==> src/rtl/bsalu_pkg.sv <==
package bsalu_pkg;

   typedef enum logic [1:0] {
      OP_ADD = 2'd0,
      OP_SUB = 2'd1,
      OP_AND = 2'd2,
      OP_OR  = 2'd3
   } alu_op_e;

   typedef struct packed {
      logic carry;
      logic zero;
      logic sign;
      logic parity;
   } alu_flags_t;

   function automatic logic op_is_logic(alu_op_e op);
      return (op == OP_AND) || (op == OP_OR);
   endfunction

endpackage

==> src/rtl/bsalu_slice.sv <==
module bsalu_slice
   import bsalu_pkg::*;
#(
   parameter int ADDER_STYLE = 0
) (
   input  alu_op_e op_i,
   input  logic    a_i,
   input  logic    b_i,
   input  logic    cin_i,
   output logic    r_o,
   output logic    cout_o
);

   logic b_eff;
   logic sum_bit;
   logic sum_cout;

   assign b_eff = (op_i == OP_SUB) ? ~b_i : b_i;

   generate
      if (ADDER_STYLE == 0) begin : g_gate
         assign sum_bit  = a_i ^ b_eff ^ cin_i;
         assign sum_cout = (a_i & b_eff) | (a_i & cin_i) | (b_eff & cin_i);
      end else if (ADDER_STYLE == 1) begin : g_arith
         logic [1:0] tot;
         assign tot      = {1'b0, a_i} + {1'b0, b_eff} + {1'b0, cin_i};
         assign sum_bit  = tot[0];
         assign sum_cout = tot[1];
      end else begin : g_bad_style
         $error("bsalu_slice: ADDER_STYLE must be 0 or 1");
      end
   endgenerate

   always_comb begin
      unique case (op_i)
         OP_ADD, OP_SUB: begin
            r_o    = sum_bit;
            cout_o = sum_cout;
         end
         OP_AND: begin
            r_o    = a_i & b_i;
            cout_o = 1'b0;
         end
         default: begin
            r_o    = a_i | b_i;
            cout_o = 1'b0;
         end
      endcase
   end

endmodule

==> src/rtl/bsalu_seq.sv <==
module bsalu_seq #(
   parameter int DATA_W = 8,
   localparam int CNT_W = (DATA_W > 2) ? $clog2(DATA_W) : 1
) (
   input  logic clk,
   input  logic rst_n,
   input  logic start_i,
   output logic accept_o,
   output logic busy_o,
   output logic last_o,
   output logic done_o
);

   logic [CNT_W-1:0] cnt_q;
   logic             busy_q;
   logic             done_q;

   localparam logic [CNT_W-1:0] CNT_LAST = CNT_W'(DATA_W - 1);

   assign accept_o = start_i & ~busy_q;
   assign last_o   = busy_q & (cnt_q == CNT_LAST);
   assign busy_o   = busy_q;
   assign done_o   = done_q;

   always_ff @(posedge clk) begin
      if (!rst_n) begin
         cnt_q  <= '0;
         busy_q <= 1'b0;
         done_q <= 1'b0;
      end else begin
         done_q <= 1'b0;
         if (busy_q) begin
            if (cnt_q == CNT_LAST) begin
               busy_q <= 1'b0;
               cnt_q  <= '0;
               done_q <= 1'b1;
            end else begin
               cnt_q <= cnt_q + 1'b1;
            end
         end else if (start_i) begin
            busy_q <= 1'b1;
            cnt_q  <= '0;
         end
      end
   end

   // counter advances by one on every busy cycle before the last
   a_r3_count_step: assert property (@(posedge clk) disable iff (!rst_n)
      busy_q && !last_o |=> busy_q && (cnt_q == CNT_W'($past(cnt_q) + 1'b1)));

   // the last bit-cycle is followed by the done strobe and idle
   a_r3_done_after_last: assert property (@(posedge clk) disable iff (!rst_n)
      last_o |=> done_q && !busy_q);

   // done is a single-cycle pulse
   a_r3_done_pulse: assert property (@(posedge clk) disable iff (!rst_n)
      done_q |=> !done_q);

   // a start during an operation does not restart the counter
   a_r4_start_ignored: assert property (@(posedge clk) disable iff (!rst_n)
      busy_q && start_i && !last_o |=> busy_q && (cnt_q != '0));

endmodule

==> src/rtl/bsalu_flags.sv <==
module bsalu_flags
   import bsalu_pkg::*;
(
   input  logic       clk,
   input  logic       rst_n,
   input  logic       accept_i,
   input  alu_op_e    start_op_i,
   input  logic       step_i,
   input  logic       last_i,
   input  alu_op_e    op_i,
   input  logic       res_bit_i,
   input  logic       cout_i,
   output logic       cin_o,
   output alu_flags_t flags_o
);

   logic       carry_q;
   logic       run_or_q;
   logic       run_x_q;
   alu_flags_t flags_q;
   logic       fin_carry;

   assign cin_o   = carry_q;
   assign flags_o = flags_q;

   always_comb begin
      unique case (op_i)
         OP_ADD:  fin_carry = cout_i;
         OP_SUB:  fin_carry = ~cout_i;
         default: fin_carry = 1'b0;
      endcase
   end

   always_ff @(posedge clk) begin
      if (!rst_n) begin
         carry_q  <= 1'b0;
         run_or_q <= 1'b0;
         run_x_q  <= 1'b0;
         flags_q  <= '0;
      end else begin
         if (accept_i) begin
            carry_q  <= (start_op_i == OP_SUB);
            run_or_q <= 1'b0;
            run_x_q  <= 1'b0;
         end else if (step_i) begin
            carry_q  <= cout_i;
            run_or_q <= run_or_q | res_bit_i;
            run_x_q  <= run_x_q ^ res_bit_i;
         end
         if (last_i) begin
            flags_q.carry  <= fin_carry;
            flags_q.zero   <= ~(run_or_q | res_bit_i);
            flags_q.sign   <= res_bit_i;
            flags_q.parity <= ~(run_x_q ^ res_bit_i);
         end
      end
   end

   // flags only move at the end of an operation
   a_r10_flags_hold: assert property (@(posedge clk) disable iff (!rst_n)
      !last_i |=> $stable(flags_q));

   // subtract starts with the carry flip-flop set
   a_r6_sub_preset: assert property (@(posedge clk) disable iff (!rst_n)
      accept_i && (start_op_i == OP_SUB) |=> carry_q);

endmodule

==> src/rtl/bitser_alu.sv <==
module bitser_alu
   import bsalu_pkg::*;
#(
   parameter int DATA_W      = 8,
   parameter int ADDER_STYLE = 0
) (
   input  logic              clk,
   input  logic              rst_n,
   input  logic              start_i,
   input  logic [1:0]        op_i,
   input  logic [DATA_W-1:0] opb_i,
   input  logic              acc_load_i,
   input  logic [DATA_W-1:0] acc_din_i,
   output logic              busy_o,
   output logic              done_o,
   output logic [DATA_W-1:0] acc_o,
   output logic              carry_o,
   output logic              zero_o,
   output logic              sign_o,
   output logic              parity_o
);

   generate
      if (DATA_W < 2) begin : g_bad_width
         $error("bitser_alu: DATA_W must be at least 2");
      end
   endgenerate

   logic [DATA_W-1:0] acc_q;
   logic [DATA_W-1:0] opb_q;
   alu_op_e           op_q;
   alu_op_e           op_in;
   logic              accept;
   logic              busy;
   logic              last;
   logic              done;
   logic              res_bit;
   logic              cout;
   logic              cin;
   alu_flags_t        flags;

   assign op_in = alu_op_e'(op_i);

   bsalu_seq #(.DATA_W(DATA_W)) u_seq (
      .clk      (clk),
      .rst_n    (rst_n),
      .start_i  (start_i),
      .accept_o (accept),
      .busy_o   (busy),
      .last_o   (last),
      .done_o   (done)
   );

   bsalu_slice #(.ADDER_STYLE(ADDER_STYLE)) u_slice (
      .op_i   (op_q),
      .a_i    (acc_q[0]),
      .b_i    (opb_q[0]),
      .cin_i  (cin),
      .r_o    (res_bit),
      .cout_o (cout)
   );

   bsalu_flags u_flags (
      .clk        (clk),
      .rst_n      (rst_n),
      .accept_i   (accept),
      .start_op_i (op_in),
      .step_i     (busy),
      .last_i     (last),
      .op_i       (op_q),
      .res_bit_i  (res_bit),
      .cout_i     (cout),
      .cin_o      (cin),
      .flags_o    (flags)
   );

   always_ff @(posedge clk) begin
      if (!rst_n) begin
         acc_q <= '0;
         opb_q <= '0;
         op_q  <= OP_ADD;
      end else if (busy) begin
         acc_q <= {res_bit, acc_q[DATA_W-1:1]};
         opb_q <= {1'b0, opb_q[DATA_W-1:1]};
      end else if (accept) begin
         opb_q <= opb_i;
         op_q  <= op_in;
      end else if (acc_load_i) begin
         acc_q <= acc_din_i;
      end
   end

   assign busy_o   = busy;
   assign done_o   = done;
   assign acc_o    = acc_q;
   assign carry_o  = flags.carry;
   assign zero_o   = flags.zero;
   assign sign_o   = flags.sign;
   assign parity_o = flags.parity;

   // idle accumulator changes only through a parallel load
   a_r2_acc_hold_idle: assert property (@(posedge clk) disable iff (!rst_n)
      !busy && !acc_load_i |=> $stable(acc_q));

   // logic operations leave the carry flag clear
   a_r7_logic_no_carry: assert property (@(posedge clk) disable iff (!rst_n)
      done && op_is_logic(op_q) |-> !carry_o);

   // sign flag mirrors the top result bit
   a_r8_sign_msb: assert property (@(posedge clk) disable iff (!rst_n)
      done |-> sign_o == acc_q[DATA_W-1]);

   // zero flag agrees with the finished result
   a_r8_zero_match: assert property (@(posedge clk) disable iff (!rst_n)
      done |-> zero_o == (acc_q == '0));

   // parity flag agrees with the finished result
   a_r8_parity_match: assert property (@(posedge clk) disable iff (!rst_n)
      done |-> parity_o == ~(^acc_q));

endmodule

==> config.mk <==
export PLATFORM = sky130hd
export DESIGN_NAME = bitser_alu
export DESIGN_NICKNAME = d
export VERILOG_FILES = /design/src/rtl/bsalu_pkg.sv /design/src/rtl/bsalu_slice.sv /design/src/rtl/bsalu_seq.sv /design/src/rtl/bsalu_flags.sv /design/src/rtl/bitser_alu.sv
export SDC_FILE = /design/constraint.sdc
export NUM_CORES = 1
export LEC_CHECK = 0
export ABC_AREA = 1
export BUFFER_PORTS_ARGS = -buffer_cell sky130_fd_sc_hd__buf_2
export CAP_MARGIN = 5
export CORE_ASPECT_RATIO = 1.4
export CORE_MARGIN = 3
export CORE_UTILIZATION = 55
export DETAILED_ROUTE_END_ITERATION = 8
export PLACE_DENSITY_LB_ADDON = 0.15
export SLEW_MARGIN = 20
export SYNTH_ARGS = -nofsm -noshare
export SYNTH_HDL_FRONTEND = slang
export SYNTH_SLANG_ARGS = --single-unit
==> constraint.sdc <==
create_clock -name clk -period 4.9 [get_ports clk]
set_input_delay 0.49 -clock clk [delete_from_list [all_inputs] [get_ports clk]]
set_output_delay 0.49 -clock clk [all_outputs]
set_load 0.01 [all_outputs]
==> reports/summary.log <==
INFO  floorplanning  num_rows=20
INFO  clocking       buffer_cell_driving_the_clock_tree_root=clkbuf_4
INFO  detailed_routing route.final.wire_length=2940µm
INFO  floorplanning  initial_core_utilization=0.604
INFO  setup_path     worst_ep_arrival_time=2.15ns
INFO  finish         syn_to_final_growth=16.6%
INFO  clocking       cts_tree=yes
INFO  floorplanning  die_area=3120µm²
INFO  floorplanning  chip_width=48.0µm
INFO  synthesis      synthDistinctLibCells=26
INFO  detailed_routing detailedRoute.firstPassIterationCount=3
INFO  placement      place_worst_setup_slack=3.00ns
INFO  synthesis      postSynthRegisterBits=30
INFO  power_and_ir_drop vdd.ir_drop.worst=0.353mV
INFO  setup_path     required=5.13ns
INFO  timing         tightestPinTransition=0.748ns
INFO  global_routing global_route_congestion_overflow_total=0
INFO  power_and_ir_drop p_leak=0.830nW
INFO  finish         share_of_post_route_cells_with_drive_strength_above_1=0.202
INFO  detailed_routing drtAntennaViolNets=0
INFO  finish         fillCellCount=196
INFO  clocking       clkSinkCount=30
INFO  clocking       clk_transition_reported_paths=0.09ns
INFO  timing         fin_setup_tns=0ns
INFO  synthesis      yosysWarningCount=0
INFO  floorplanning  io_pins=36
INFO  clocking       cts-root-to-sink-buffers=2
INFO  power_and_ir_drop power_per_cell_area=345nW/µm²
INFO  detailed_routing avgViaCountPerCell=5.31
INFO  synthesis      yosysSeqAreaShare=0.441
INFO  placement      port_buffers=35
INFO  clocking       post_cts_resized=0
INFO  run_status     status=complete, no violations
INFO  worst_hold_path class_of_the_tightest_hold_or_removal_check=in2reg
INFO  timing         max_slew_margin=0.501
INFO  timing         final-max-slew-violation-count=0
INFO  setup_path     path_max_fanout=5
INFO  detailed_routing num_vias=1301
INFO  timing         post-route-worst-setup-slack=2.98ns
INFO  global_routing via_count_of_the_first_global_routing_pass=1195
INFO  synthesis      synth.avg_cell_area=7.20µm²
INFO  placement      detailed_place_hpwl=2180µm
INFO  finish         final_nets=248
INFO  floorplanning  core_area=2250µm²
INFO  clocking       numCtsBuffers=5
INFO  timing         shortest_clock_period_the_worst_path_allows_after_layout=1.92ns
INFO  finish         multi_input_area=602µm²
INFO  clocking       htree_levels=2
INFO  global_routing grt_antenna_before_repair=0
INFO  flow_run       maxCapViolCount=0
INFO  synthesis      synthesis.area=1360µm²
INFO  finish         seq_area=601µm²
INFO  detailed_routing remaining_drc_errors=0
INFO  placement      routabilityCongestion=0.800
INFO  detailed_routing drt-wirelength-per-cell=12.0µm
INFO  finish         antenna-diode-count=0
INFO  global_routing grt_max_degree=25
INFO  setup_path     setup.worst_path.start_class=flop
INFO  synthesis      synth_nets=214
INFO  detailed_routing drtIter0Drc=22
INFO  clocking       postCtsSetupRepairBufs=0
INFO  timing         grt_setup_unrepaired=no
INFO  clocking       insertion_delay=0.33ns
INFO  global_routing grt_pass1_wl=4870µm
INFO  timing         clock_skew=0.0100ns
INFO  timing         layout_worst_path_cycle_share=0.391
INFO  synthesis      syn-instance-count=189
INFO  setup_path     crit_path_end_kind=flop
INFO  timing         timing.final.setup_violations=0
INFO  timing         fmaxAchievable=0.521GHz
INFO  setup_path     worstSetupPathType=reg2reg
INFO  global_routing grtUsageTotal=0.218
INFO  power_and_ir_drop report.power.total=0.548mW
INFO  floorplanning  die_height=64.9µm
INFO  clocking       cts-hold-fix-buffers=0
INFO  timing         hold_viol_final=0
cell usage in the layout, fill, tap and decap left out, types with 2 or more instances in the layout:
master and instances:
nand2_1 61, ha_1 2, nand3_1 10, buf_2 35, a31oi_1 7, inv_1 24, o21ai_1 3, o21ai_0 5
o22ai_1 3, inv_2 2, a21oi_1 7, dfxtp_1 30, nor2_1 13, clkbuf_4 5, a22oi_1 4
per-stage QoR:
step / utilization / cell area, µm² / hold WS (ns) / cells
finish: 0.705 / 1590 / 0.413 / 245
detailed placement: 0.669 / 1510 / 0.435 / 238
global route: 0.705 / 1590 / 0.402 / 245
CTS: 0.705 / 1590 / 0.411 / 245
floorplan: - / 1360 / 0.421 / 189
global placement: 0.669 / 1510 / 0.435 / 238
sequential cells by signal, summed over array words and instances, names as in the netlist, 2 cells and up:
name	cells
acc_o	8
op_q	2
opb_q	8
u_flags.flags_o	4
u_seq.cnt_q	3
synthesized netlist by cell type, drive strengths merged:
cell / number / area [µm²]
a21oi: 7 / 35.0
nand3: 10 / 50.1
o31ai: 1 / 7.51
a22oi: 4 / 30.0
buf: 8 / 57.6
nor3: 1 / 5.00
o22ai: 3 / 18.8
o21ai: 8 / 40.0
fa: 1 / 20.0
nand2: 62 / 240
a211oi: 1 / 7.51
xor2: 1 / 8.76
a31oi: 7 / 43.8
clkinv: 1 / 3.75
nand4: 1 / 6.26
inv: 26 / 97.6
a22o: 1 / 8.76
dfxtp: 30 / 601
nor2: 13 / 48.8
nor4: 1 / 6.26
ha: 2 / 25.0
layer usage:
layer / GRT usage / vias to the layer above / routed length [µm] / part of all wire
met5: 0 / - / 0 / 0
met4: 0.0976 / 0 / 46 / 0.016
met3: 0.0750 / 6 / 150 / 0.051
met2: 0.364 / 30 / 1540 / 0.52
met1: 0.234 / 590 / 1200 / 0.41
li1: - / 675 / - / -
where the power goes:
part / internal (mW) / switching (mW) / leakage (nW)
Sequential: 0.258 / 0.0136 / 0.246
Clock: 0.119 / 0.0830 / 0.0443
Combinational: 0.0299 / 0.0449 / 0.539
Total: 0.407 / 0.142 / 0.830
area by class of cell:
cell class                 instances  area share
timing repair buffer              35       0.110
multi-input combinational        124       0.379
inverter                          27      0.0638
clock buffer                       6      0.0323
tap                               22      0.0173
clock inverter                     1      0.0189
sequential                        30       0.378
kinds of logic (layout without fill, tap and decap cells):
| kind of cell | count (synthesis) | count (layout) | synth area share |
|---|---|---|---|
| xor+xnor | 1 | 1 | 0.00643 |
| simple gates | 88 | 88 | 0.262 |
| fa+ha+maj | 3 | 3 | 0.0331 |
| flops | 30 | 30 | 0.441 |
| buf+inv | 35 | 69 | 0.117 |
| compound gates | 32 | 32 | 0.141 |
worst max-delay path, stage by stage (launching register included):
cell and delay [ns]:
dfxtp_1 0.39, inv_1 0.08, nand2_1 0.09, xor2_1 0.18, fa_1 0.44, nor2_1 0.14, inv_1 0.05, nand3_1 0.16
nand2_1 0.12, nand2_1 0.10, a21oi_1 0.06
worst paths after layout:
check        slack (ns)        startpoint                  to  cells after the start
max                2.98           op_q[1]     u_flags.run_x_q                     10
min                0.41      acc_din_i[1]            acc_o[1]                      3
max reg2reg        2.98           op_q[1]     u_flags.run_x_q                     10
min reg2reg        0.45  u_flags.run_or_q  u_flags.flags_o[2]                      1
Power figures use the tool's default switching activity.
